==> src/rtl/dp_unlock_pkg.sv <==
package dp_unlock_pkg;
  localparam int unsigned PRE_HIGH_MIN = 50;
  localparam int unsigned SW_CODE_W    = 16;
  localparam int unsigned UNLOCK_CNT   = 10;
  localparam logic [SW_CODE_W-1:0] CODE_J2S = 16'hE79E;
  localparam logic [SW_CODE_W-1:0] CODE_S2J = 16'hE73C;

  typedef enum logic {ER_IDLE, ER_WAIT} er_state_e;
endpackage

==> src/rtl/dp_switch_detect.sv <==
module dp_switch_detect #(
  parameter int unsigned HIGH_MIN = 50,
  parameter int unsigned CODE_W   = 16,
  parameter logic [CODE_W-1:0] J2S_CODE = '0,
  parameter logic [CODE_W-1:0] S2J_CODE = '1
) (
  input  logic clk_i,
  input  logic rst_ni,
  input  logic din_i,
  output logic j2s_o,
  output logic s2j_o
);
  localparam int unsigned HW = $clog2(HIGH_MIN + 1);
  localparam int unsigned BW = $clog2(CODE_W);

  logic [HW-1:0]     high_q;
  logic [BW-1:0]     bit_q;
  logic [CODE_W-1:0] sh_q, sh_nxt;
  logic              collect_q, j2s_q, s2j_q;
  logic              armed, last_bit;

  assign armed    = (high_q == HW'(HIGH_MIN));
  assign sh_nxt   = {din_i, sh_q[CODE_W-1:1]};   // LSB arrives first
  assign last_bit = collect_q && (bit_q == BW'(CODE_W - 1));

  always_ff @(posedge clk_i or negedge rst_ni) begin
    if (!rst_ni) begin
      high_q    <= '0;
      bit_q     <= '0;
      sh_q      <= '0;
      collect_q <= 1'b0;
      j2s_q     <= 1'b0;
      s2j_q     <= 1'b0;
    end else begin
      if (din_i) high_q <= armed ? high_q : high_q + 1'b1;
      else       high_q <= '0;
      j2s_q <= 1'b0;
      s2j_q <= 1'b0;
      if (collect_q) begin
        sh_q  <= sh_nxt;
        bit_q <= bit_q + 1'b1;
        if (last_bit) begin
          collect_q <= 1'b0;
          j2s_q     <= (sh_nxt == J2S_CODE);
          s2j_q     <= (sh_nxt == S2J_CODE);
        end
      end else if (!din_i && armed) begin
        // first code bit (low) after a long enough high run
        collect_q <= 1'b1;
        sh_q      <= sh_nxt;
        bit_q     <= BW'(1);
      end
    end
  end

  assign j2s_o = j2s_q;
  assign s2j_o = s2j_q;

  a_r2_j2s_single: assert property (@(posedge clk_i) disable iff (!rst_ni)
    j2s_q |=> !j2s_q);
  a_r3_s2j_single: assert property (@(posedge clk_i) disable iff (!rst_ni)
    s2j_q |=> !s2j_q);
  a_r4_needs_preamble: assert property (@(posedge clk_i) disable iff (!rst_ni)
    (!collect_q && !din_i && !armed) |=> !collect_q);
endmodule

==> src/rtl/dp_unlock_seq.sv <==
module dp_unlock_seq #(
  parameter int unsigned UNLOCK_COUNT = 10
) (
  input  logic clk_i,
  input  logic rst_ni,
  input  logic sys_rst_i,
  input  logic j2s_i,
  input  logic s2j_i,
  output logic mode_o,
  output logic unlock_o
);
  localparam int unsigned CW = $clog2(UNLOCK_COUNT + 1);
  localparam logic [CW-1:0] LAST = CW'(UNLOCK_COUNT - 1);

  logic [CW-1:0] cnt_q;
  logic          mode_q, unlock_q;
  logic          want_j2s, good, bad;

  assign want_j2s = ~cnt_q[0];   // even counts expect JTAG-to-SWD
  assign good     = want_j2s ? j2s_i : s2j_i;
  assign bad      = want_j2s ? s2j_i : j2s_i;

  always_ff @(posedge clk_i or negedge rst_ni) begin
    if (!rst_ni) begin
      cnt_q    <= '0;
      mode_q   <= 1'b0;
      unlock_q <= 1'b0;
    end else begin
      unlock_q <= 1'b0;
      if (j2s_i)      mode_q <= 1'b1;
      else if (s2j_i) mode_q <= 1'b0;
      if (!sys_rst_i || bad) begin
        cnt_q <= '0;
      end else if (good) begin
        if (cnt_q == LAST) begin
          cnt_q    <= '0;
          unlock_q <= 1'b1;
        end else begin
          cnt_q <= cnt_q + 1'b1;
        end
      end
    end
  end

  assign mode_o   = mode_q;
  assign unlock_o = unlock_q;

  a_r2_mode_swd: assert property (@(posedge clk_i) disable iff (!rst_ni)
    j2s_i |=> mode_q);
  a_r3_mode_jtag: assert property (@(posedge clk_i) disable iff (!rst_ni)
    s2j_i |=> !mode_q);
  a_r8_release_clears: assert property (@(posedge clk_i) disable iff (!rst_ni)
    !sys_rst_i |=> (cnt_q == '0) && !unlock_q);
  a_r6_count_bound: assert property (@(posedge clk_i) disable iff (!rst_ni)
    cnt_q < CW'(UNLOCK_COUNT));
  a_r7_wrong_order: assert property (@(posedge clk_i) disable iff (!rst_ni)
    (bad && !good) |=> (cnt_q == '0) && !unlock_q);
endmodule

==> src/rtl/dp_erase_ctrl.sv <==
module dp_erase_ctrl
  import dp_unlock_pkg::*;
(
  input  logic clk_i,
  input  logic rst_ni,
  input  logic unlock_i,
  input  logic erase_done_i,
  output logic erase_req_o,
  output logic restore_req_o
);
  er_state_e state_q;
  logic      erase_q, restore_q;

  always_ff @(posedge clk_i or negedge rst_ni) begin
    if (!rst_ni) begin
      state_q   <= ER_IDLE;
      erase_q   <= 1'b0;
      restore_q <= 1'b0;
    end else begin
      erase_q   <= 1'b0;
      restore_q <= 1'b0;
      case (state_q)
        ER_IDLE: if (unlock_i) begin
          erase_q <= 1'b1;
          state_q <= ER_WAIT;
        end
        ER_WAIT: if (erase_done_i) begin
          restore_q <= 1'b1;
          state_q   <= ER_IDLE;
        end
        default: state_q <= ER_IDLE;
      endcase
    end
  end

  assign erase_req_o   = erase_q;
  assign restore_req_o = restore_q;

  a_r5_erase_one_shot: assert property (@(posedge clk_i) disable iff (!rst_ni)
    erase_q |=> !erase_q);
  a_r9_restore_one_shot: assert property (@(posedge clk_i) disable iff (!rst_ni)
    restore_q |=> !restore_q);
  a_r9_not_together: assert property (@(posedge clk_i) disable iff (!rst_ni)
    !(erase_q && restore_q));
  a_r9_restore_needs_wait: assert property (@(posedge clk_i) disable iff (!rst_ni)
    $rose(restore_q) |-> $past(state_q) == ER_WAIT);
endmodule

==> src/rtl/dp_unlock_det.sv <==
module dp_unlock_det
  import dp_unlock_pkg::*;
#(
  parameter int unsigned HIGH_MIN     = PRE_HIGH_MIN,
  parameter int unsigned UNLOCK_COUNT = UNLOCK_CNT
) (
  input  logic clk_i,
  input  logic rst_ni,
  input  logic sys_rst_i,
  input  logic swdio_i,
  input  logic erase_done_i,
  output logic erase_req_o,
  output logic restore_req_o,
  output logic swd_mode_o
);
  logic j2s_hit, s2j_hit, unlock;

  dp_switch_detect #(
    .HIGH_MIN (HIGH_MIN),
    .CODE_W   (SW_CODE_W),
    .J2S_CODE (CODE_J2S),
    .S2J_CODE (CODE_S2J)
  ) u_detect (
    .clk_i  (clk_i),
    .rst_ni (rst_ni),
    .din_i  (swdio_i),
    .j2s_o  (j2s_hit),
    .s2j_o  (s2j_hit)
  );

  dp_unlock_seq #(.UNLOCK_COUNT(UNLOCK_COUNT)) u_seq (
    .clk_i     (clk_i),
    .rst_ni    (rst_ni),
    .sys_rst_i (sys_rst_i),
    .j2s_i     (j2s_hit),
    .s2j_i     (s2j_hit),
    .mode_o    (swd_mode_o),
    .unlock_o  (unlock)
  );

  dp_erase_ctrl u_erase (
    .clk_i         (clk_i),
    .rst_ni        (rst_ni),
    .unlock_i      (unlock),
    .erase_done_i  (erase_done_i),
    .erase_req_o   (erase_req_o),
    .restore_req_o (restore_req_o)
  );

  a_r1_outputs_quiet: assert property (@(posedge clk_i) disable iff (!rst_ni)
    erase_req_o |-> !restore_req_o);
endmodule

==> config.mk <==
export PLATFORM = sky130hd
export DESIGN_NAME = dp_unlock_det
export DESIGN_NICKNAME = d
export VERILOG_FILES = /design/src/rtl/dp_unlock_pkg.sv /design/src/rtl/dp_switch_detect.sv /design/src/rtl/dp_unlock_seq.sv /design/src/rtl/dp_erase_ctrl.sv /design/src/rtl/dp_unlock_det.sv
export SDC_FILE = /design/constraint.sdc
export NUM_CORES = 1
export LEC_CHECK = 0
export ABC_AREA = 0
export BUFFER_PORTS_ARGS = -buffer_cell sky130_fd_sc_hd__buf_2
export CAP_MARGIN = 20
export CORE_MARGIN = 2
export CORE_UTILIZATION = 63
export CTS_BUF_LIST = sky130_fd_sc_hd__clkbuf_4 sky130_fd_sc_hd__clkbuf_8
export DETAILED_ROUTE_END_ITERATION = 10
export GPL_ROUTABILITY_DRIVEN = 0
export PLACE_DENSITY = 0.81
export RECOVER_POWER = 50
export SLEW_MARGIN = 20
export SYNTH_ARGS = -nofsm -noshare
export SYNTH_HDL_FRONTEND = slang
export SYNTH_SLANG_ARGS = --single-unit
==> constraint.sdc <==
create_clock -name clk_i -period 2.4 [get_ports clk_i]
set_clock_uncertainty 0.15 [all_clocks]
set_input_delay 0.36 -clock clk_i [delete_from_list [all_inputs] [get_ports clk_i]]
set_output_delay 0.36 -clock clk_i [all_outputs]
set_load 0.05 [all_outputs]
# Word level (Yosys, flattened, before mapping)
# Index checks and enable logic that the tools add are counted.
[totals]
elab_cells = 59
reg_bits = 38
[op_classes]
eq_ne = 6
bitwise_logic = 1
n_reduce_logical = 8
mux = 29
n_addsub = 3
[op_table]
columns = ["cell", "count"]
rows = [
  ["$eq A16 B16 Y1 const B", 2],
  ["$mux W16", 2],
  ["$mux W4", 5],
  ["$mux W1", 19],
  ["$mux W6", 2],
  ["$add A4 B1 Y4 const B", 2],
  ["$eq A4 B4 Y1 const B", 2],
  ["$add A6 B1 Y6 const B", 1],
  ["$eq A6 B6 Y1 const B", 1],
  ["$reduce_bool A2 Y1", 3],
  ["$logic_and A1 B1 Y1", 2],
  ["$logic_not A1 Y1", 2],
  ["$ne A2 B2 Y1 const B", 1],
  ["$pmux W1 S2", 1],
  ["$logic_or A1 B1 Y1", 1],
  ["$not A1 Y1", 1],
]

# Longest topological paths before layout
# Gate-level depths: netlist (run 1).
[logic_depth]
depth_word = 4
ltp_mapped = 5

# Hierarchy
# A second synthesis (run 1) with hierarchy kept.
[hier_totals]
hier_cells = 137
hier_area_um2 = 1741.7
[modules_own_cells]
columns = ["mod", "cells_each", "seq_area_each_um2", "area_each_um2", "instances"]
rows = [
  ["dp_switch_detect", 98, 700.7, 1311.3, 1],
  ["dp_unlock_seq", 32, 150.1, 329.1, 1],
  ["dp_erase_ctrl", 7, 75.1, 101.3, 1],
]

# Worst setup path before layout (run 1)
# No wires, ideal clock.
[synth_timing]
kind = "register to register"
start = "register u_detect.high_q[0]"
end = "register u_detect.sh_q[10]"
t_arrival_ns = 1.445
path_stages_with_launch = 6
synth_period_minus_slack_ns = 1.721
path_buffers = 1
path_slack_ns = 0.679
setup_ns = 0.125
path_cell_list = "dfrtp_1 -> inv_1 -> ha_1 -> a31oi_4 -> buf_12 -> mux2_4"
[synth_via]
elab_chain_cells = 3
[synth_rtl]
columns = ["item", "line_no", "source"]
rows = [
  ["from (decl)", "dp_switch_detect.sv:16", "logic [HW-1:0] high_q;"],
  ["from (signal assigned)", "dp_switch_detect.sv:35", "if (din_i) high_q <= armed ? high_q : high_q + 1'b1;"],
  ["$eq A6 B6 Y1", "dp_switch_detect.sv:22", "assign armed = (high_q == HW'(HIGH_MIN));"],
  ["$logic_and A1 B1 Y1", "dp_switch_detect.sv:47", "end else if (!din_i && armed) begin"],
  ["$reduce_bool A2 Y1 (no line)", "n/a", ""],
  ["to (signal assigned)", "dp_switch_detect.sv:40", "sh_q <= sh_nxt;"],
  ["to (signal assigned)", "dp_switch_detect.sv:50", "sh_q <= sh_nxt;"],
  ["to (decl)", "dp_switch_detect.sv:18", "logic [CODE_W-1:0] sh_q, sh_nxt;"],
]
# No other way between the ends.
# A chain may end at the register's enable or synchronous reset.

# Worst setup path after layout (run 1)
[layout_timing]
start = "register u_detect.high_q[0]"
end = "register u_detect.sh_q[1]"
# The elaborated chain is that of the path after synthesis.

==> run summary, run 1 <==
DR vias - 1,115
final worst path period share - 0.826
critical path data arrival time - 2.07 ns
largest net degree at the start of global routing - 38
number of DRC markers in iteration 0 - 77
library cells used by synthesis - 40
num ports - 8
TNS Setup - 0 ns
Longest Clk Path Bufs - 2
Post-Syn Area - 1730 um^2
multi-input logic area - 748 um^2
first-pass GRT wire length - 4920 um
fillers - 192
Post-layout nets - 164
FMAX - 504 MHz
area grow syn2layout - 9.83%
initial antenna violation count - 0
normalized max-slew margin - 0.426
H-tree depth - 2
worst path cell trace - inv_1 -> ha_1 -> a31oi_4 -> mux2_2
WP data required - 2.48 ns
Die Span Y - 56.4 um
Avg Vias per Cell - 5.99
CTS root buffer - clkbuf_4
CORE AREA - 2690 um^2
final setup violating endpoints - 0
Hold Crit Class - input port to flip-flop
Post-DP HPWL - 1910 um
RSZ-0062 raised after global routing - no
placed cell areas - 1790 um^2
setup bufs post-CTS - 0
die area - 3180 um^2
pwr/cell area - 642 nW/um^2
global-route usage over all layers - 0.203
CTS tree - done
clock slew at reported path FFs - 0.11 ns
Synth area leaders - dfrtp_1, mux2_4, mux2_2
later-pin clock latency in the skew report - 0.34 ns
post-synth top area share - 0.535
Post-Synthesis Cells - 140
Syn Nets - 150
Largest stage delay, worst path - 0.55 ns
FF+latch count, synth - 37
post-cts resize count - 0
ys flop type - dfrtp_1
DRT antenna net count - 0
reg-to-reg slack, setup - 0.42 ns
input/output buffers - 7
sequential share of the synthesized area - 0.535
VDD IR-drop max - 0.655 mV
First-pass DRT Iterations - 4
vias in the first global route - 1,143
crit end category - flip-flop
total grt overflow - 0
Post-synth EDFFs - 0
top-count cell post-synth - dfrtp_1
Max-cap violations - 0
DRC - 0
Async S/R FF share, synth - 1.00
drt total wl - 2700 um
syn avg cell area - 12.4 um^2
total CTS buffers - 5
Yosys warnings - 0
Max Slew Vio Count - 0
fin crit period - 1.98 ns
row count - 19
n_diodes - 0
Final WS setup - 0.417 ns
Leak - 0.920 nW
CP Max Fanout - 15
register area - 926 um^2
outcome - complete, no violations
kind of critical path - flip-flop to flip-flop
pre-CTS setup slack - 0.450 ns
Post-CTS Hold Fix Bufs - 1
Die Wd - 56.4 um
layout cell share with drive strength beyond 1 - 0.213
Synth top cells by count - dfrtp_1, inv_1, mux2_4
clk sinks - 37
Final Instance Area - 1900 um^2
crit path launch type - flip-flop
Initial Utilization - 0.645
slowest cell on the critical path - a31oi_4
Hold Vio Cnt, Final - 0
Slew @ Worst Pin - 0.861 ns
drt wl/cell - 14.5 um
area leader, netlist - dfrtp_1
-- worst paths after layout --
| path | from | endpoint | depth (start not counted) |
|---|---|---|---|
| setup / recovery | u_detect.high_q[0]$_DFFE_PN0P_ | u_detect.sh_q[1]$_DFFE_PN0P_ | 4 |
| hold / removal | erase_done_i | u_erase.restore_req_o$_DFF_PN0_ | 2 |
| setup reg to reg | u_detect.high_q[0]$_DFFE_PN0P_ | u_detect.sh_q[1]$_DFFE_PN0P_ | 4 |
| hold reg to reg | u_erase.state_q$_DFF_PN0_ | u_erase.erase_req_o$_DFF_PN0_ | 1 |
| max in group asynchronous | rst_ni | u_detect.high_q[5]$_DFFE_PN0P_ | 2 |
| min in group asynchronous | rst_ni | u_erase.state_q$_DFF_PN0_ | 2 |
-- per-layer routing --
layer  vias to the layer above  wire (um)  track usage
met1                       548       1290        0.265
met4                         0         59       0.0986
met2                        19       1270        0.317
li1                        539          -            -
met5                         -          0            0
met3                         9         86       0.0507
-- flip-flops by register name (all words and copies together), names as in the netlist, 4 cells and up --
register	flops
u_detect.sh_q	15
u_detect.high_q	6
u_seq.cnt_q	4
u_detect.bit_q	4
-- cells by family after synthesis --
group / share of synthesized area
AOI/OAI and AO/OA: 0.111
xor gates and xnor gates: 0.0202
adders and majority gates: 0.0361
buffers and inverters: 0.0332
DFF: 0.535
muxes: 0.114
and+or+nand+nor: 0.151
-- report_power, final --
| part | internal (mW) | switching (mW) |
|---|---|---|
| logic | 0.0197 | 0.0314 |
| registers | 0.633 | 0.0109 |
| clock network | 0.323 | 0.203 |
-- layout by cell type, fill, tap and decap left out, drive strengths merged, types with 4 or more instances in the layout --
master  Yosys  layout
nand3       6       6
a21oi       6       6
buf         1       7
mux2       14      14
nor2b       7       7
clkbuf      1       6
ha          5       5
dfrtp      37      37
nor2        4       4
inv         8       8
nand2       7       7
-- per-stage QoR --
stage / power (mW) / hold WS [ns] / util / instances
after floorplan: 0.682 / -0.0856 / - / 140
after global placement: 0.703 / 0.302 / 0.666 / 177
after detailed placement: 0.707 / 0.307 / 0.666 / 177
after CTS: 1.23 / 0.0841 / 0.708 / 186
after global routing: 1.27 / 0.0934 / 0.708 / 186
final: 1.22 / 0.0952 / 0.708 / 186
-- critical path, delay by kind of cell, from the launching register on --
kind                     cells  cell delay, ns
AO/OA/AOI/OAI                1            0.55
flip-flops                   1            0.41
multiplexers                 1            0.40
adder cells (fa/ha/maj)      1            0.29
buffers and inverters        1            0.08
-- area by class of cell --
cell class / count / share of cell area
tap: 31 / 0.0204
sequential: 37 / 0.487
clock buffer: 5 / 0.0197
clock inverter: 3 / 0.0342
multi-input combinational: 92 / 0.393
inverter: 9 / 0.0178
timing repair buffer: 9 / 0.0276
Power figures use the tool's default switching activity.
==> run 2, diff against run 1 <==
clock period = 1.9 ns   (was 2.4 ns; I/O delays follow)
==> run summary, run 2 (synthesis gave the netlist of run 1 again) <==
CP Max Fanout - 16
most frequent cells in the layout - dfrtp_1, inv_1, mux2_4
drt total wl - 2690 um
post-cts resize count - 0
VDD IR-drop max - 0.632 mV
First-pass DRT Iterations - 6
final setup violating endpoints - 0
largest net degree at the start of global routing - 38
CTS root buffer - clkbuf_4
critical path data arrival time - 1.86 ns
RSZ-0062 raised after global routing - no
number of DRC markers in iteration 0 - 57
Hold Crit Depth - 2
global-route usage over all layers - 0.211
layout cell share with drive strength beyond 1 - 0.226
crit path launch type - flip-flop
Slew @ Worst Pin - 0.875 ns
drt wl/cell - 14.1 um
H-tree depth - 2
Die Wd - 56.4 um
clock slew at reported path FFs - 0.11 ns
FMAX - 563 MHz
num ports - 8
n_diodes - 0
crit end category - flip-flop
reg-to-reg slack, setup - 0.12 ns
TNS Setup - 0 ns
Die Span Y - 56.4 um
fillers - 195
placed cell areas - 1820 um^2
sequential power share - 0.618
Biggest register - u_detect.sh_q
vias in the first global route - 1,158
total CTS buffers - 5
Post-layout nets - 168
leading cell type in the layout, fill and taps excluded - dfrtp_1
Max-cap violations - 0
P_int - 1.01 mW
initial antenna violation count - 0
first-pass GRT wire length - 5010 um
Initial Utilization - 0.645
CTS tree - done
later-pin clock latency in the skew report - 0.34 ns
Leak - 0.927 nW
setup bufs post-CTS - 0
DRC - 0
clk sinks - 37
Clk pwr share - 0.330
kind of critical path - flip-flop to flip-flop
Max Slew Vio Count - 0
Largest regs - u_detect.sh_q: 15 flops, u_detect.high_q: 6 flops
final worst path period share - 0.935
Post-DP HPWL - 1860 um
fin crit period - 1.78 ns
Final Instance Area - 1910 um^2
Avg Vias per Cell - 5.78
outcome - complete, no violations
Hold Vio Cnt, Final - 0
total grt overflow - 0
Longest Clk Path Bufs - 2
row count - 19
normalized max-slew margin - 0.417
Switching Fraction - 0.233
DRT antenna net count - 0
DR vias - 1,098
area grow syn2layout - 10.1%
max FFs per register - 15
Sw Pwr - 0.307 mW
CORE AREA - 2690 um^2
pwr/cell area - 690 nW/um^2
Logic pwr share - 0.053
Hold Crit Class - input port to flip-flop
input/output buffers - 7
die area - 3180 um^2
R2R depth - 5
WP data required - 1.98 ns
## run 2: path summary, 6_finish.rpt
kind	from	end
setup reg to reg	u_detect.high_q[0]$_DFFE_PN0P_	u_detect.sh_q[3]$_DFFE_PN0P_
min in group asynchronous	rst_ni	u_erase.state_q$_DFF_PN0_
hold reg to reg	u_erase.state_q$_DFF_PN0_	u_erase.erase_req_o$_DFF_PN0_
max in group asynchronous	rst_ni	u_detect.high_q[2]$_DFFE_PN0P_
hold / removal	swdio_i	u_detect.high_q[1]$_DFFE_PN0P_
setup / recovery	u_detect.high_q[0]$_DFFE_PN0P_	u_detect.sh_q[3]$_DFFE_PN0P_
## run 2: routing by layer
metal | vias up | part of all wire | GRT usage
li1 | 548 | - | -
met3 | 2 | 0.033 | 0.0829
met5 | - | 0 | 0
met4 | 0 | 0.0086 | 0.112
met1 | 530 | 0.47 | 0.266
met2 | 18 | 0.49 | 0.312
## run 2: cell type report
class                   count  area (um^2)  share of cell area
flip-flops and latches     37          926               0.486
multi-input cells          92          748               0.392
repair buffers             13         95.1              0.0499
well taps                  31         38.8              0.0203
inverters                   9         33.8              0.0177
clock inverters             2         13.8             0.00722
clock buffers               6         51.3              0.0269
## run 2: power by group through the flow
stage                     Combinational (mW)  Sequential [mW]  Clock, mW
final                                 0.0693            0.812      0.433
after global routing                  0.0798            0.816      0.492
after CTS                             0.0710            0.812      0.455
after global placement                0.0650            0.826          0
after floorplan                       0.0369            0.825          0
after detailed placement              0.0677            0.827          0
## run 2: critical path, cell delays in order, from the launching register on
cell and delay, ns:
dfrtp_1 0.41, inv_1 0.07, ha_1 0.29, a31oi_4 0.22
buf_12 0.18, mux2_2 0.35
## run 2: timing repair
item	in CTS	in global routing
endpoints found under the hold margin	38	0
hold buffers	2	0
endpoints found under the setup margin	0	0
## run 2: stage by stage
step | cells | utilization | hold slack [ns] | total power, mW | setup WS, ns
global route | 190 | 0.710 | 0.0352 | 1.39 | 0.0248
finish | 190 | 0.710 | 0.0595 | 1.32 | 0.123
detailed placement | 180 | 0.679 | 0.198 | 0.895 | 0.141
CTS | 190 | 0.711 | 0.0429 | 1.34 | 0.131
global placement | 180 | 0.679 | 0.198 | 0.891 | 0.210
floorplan | 140 | - | -0.161 | 0.862 | 0.179
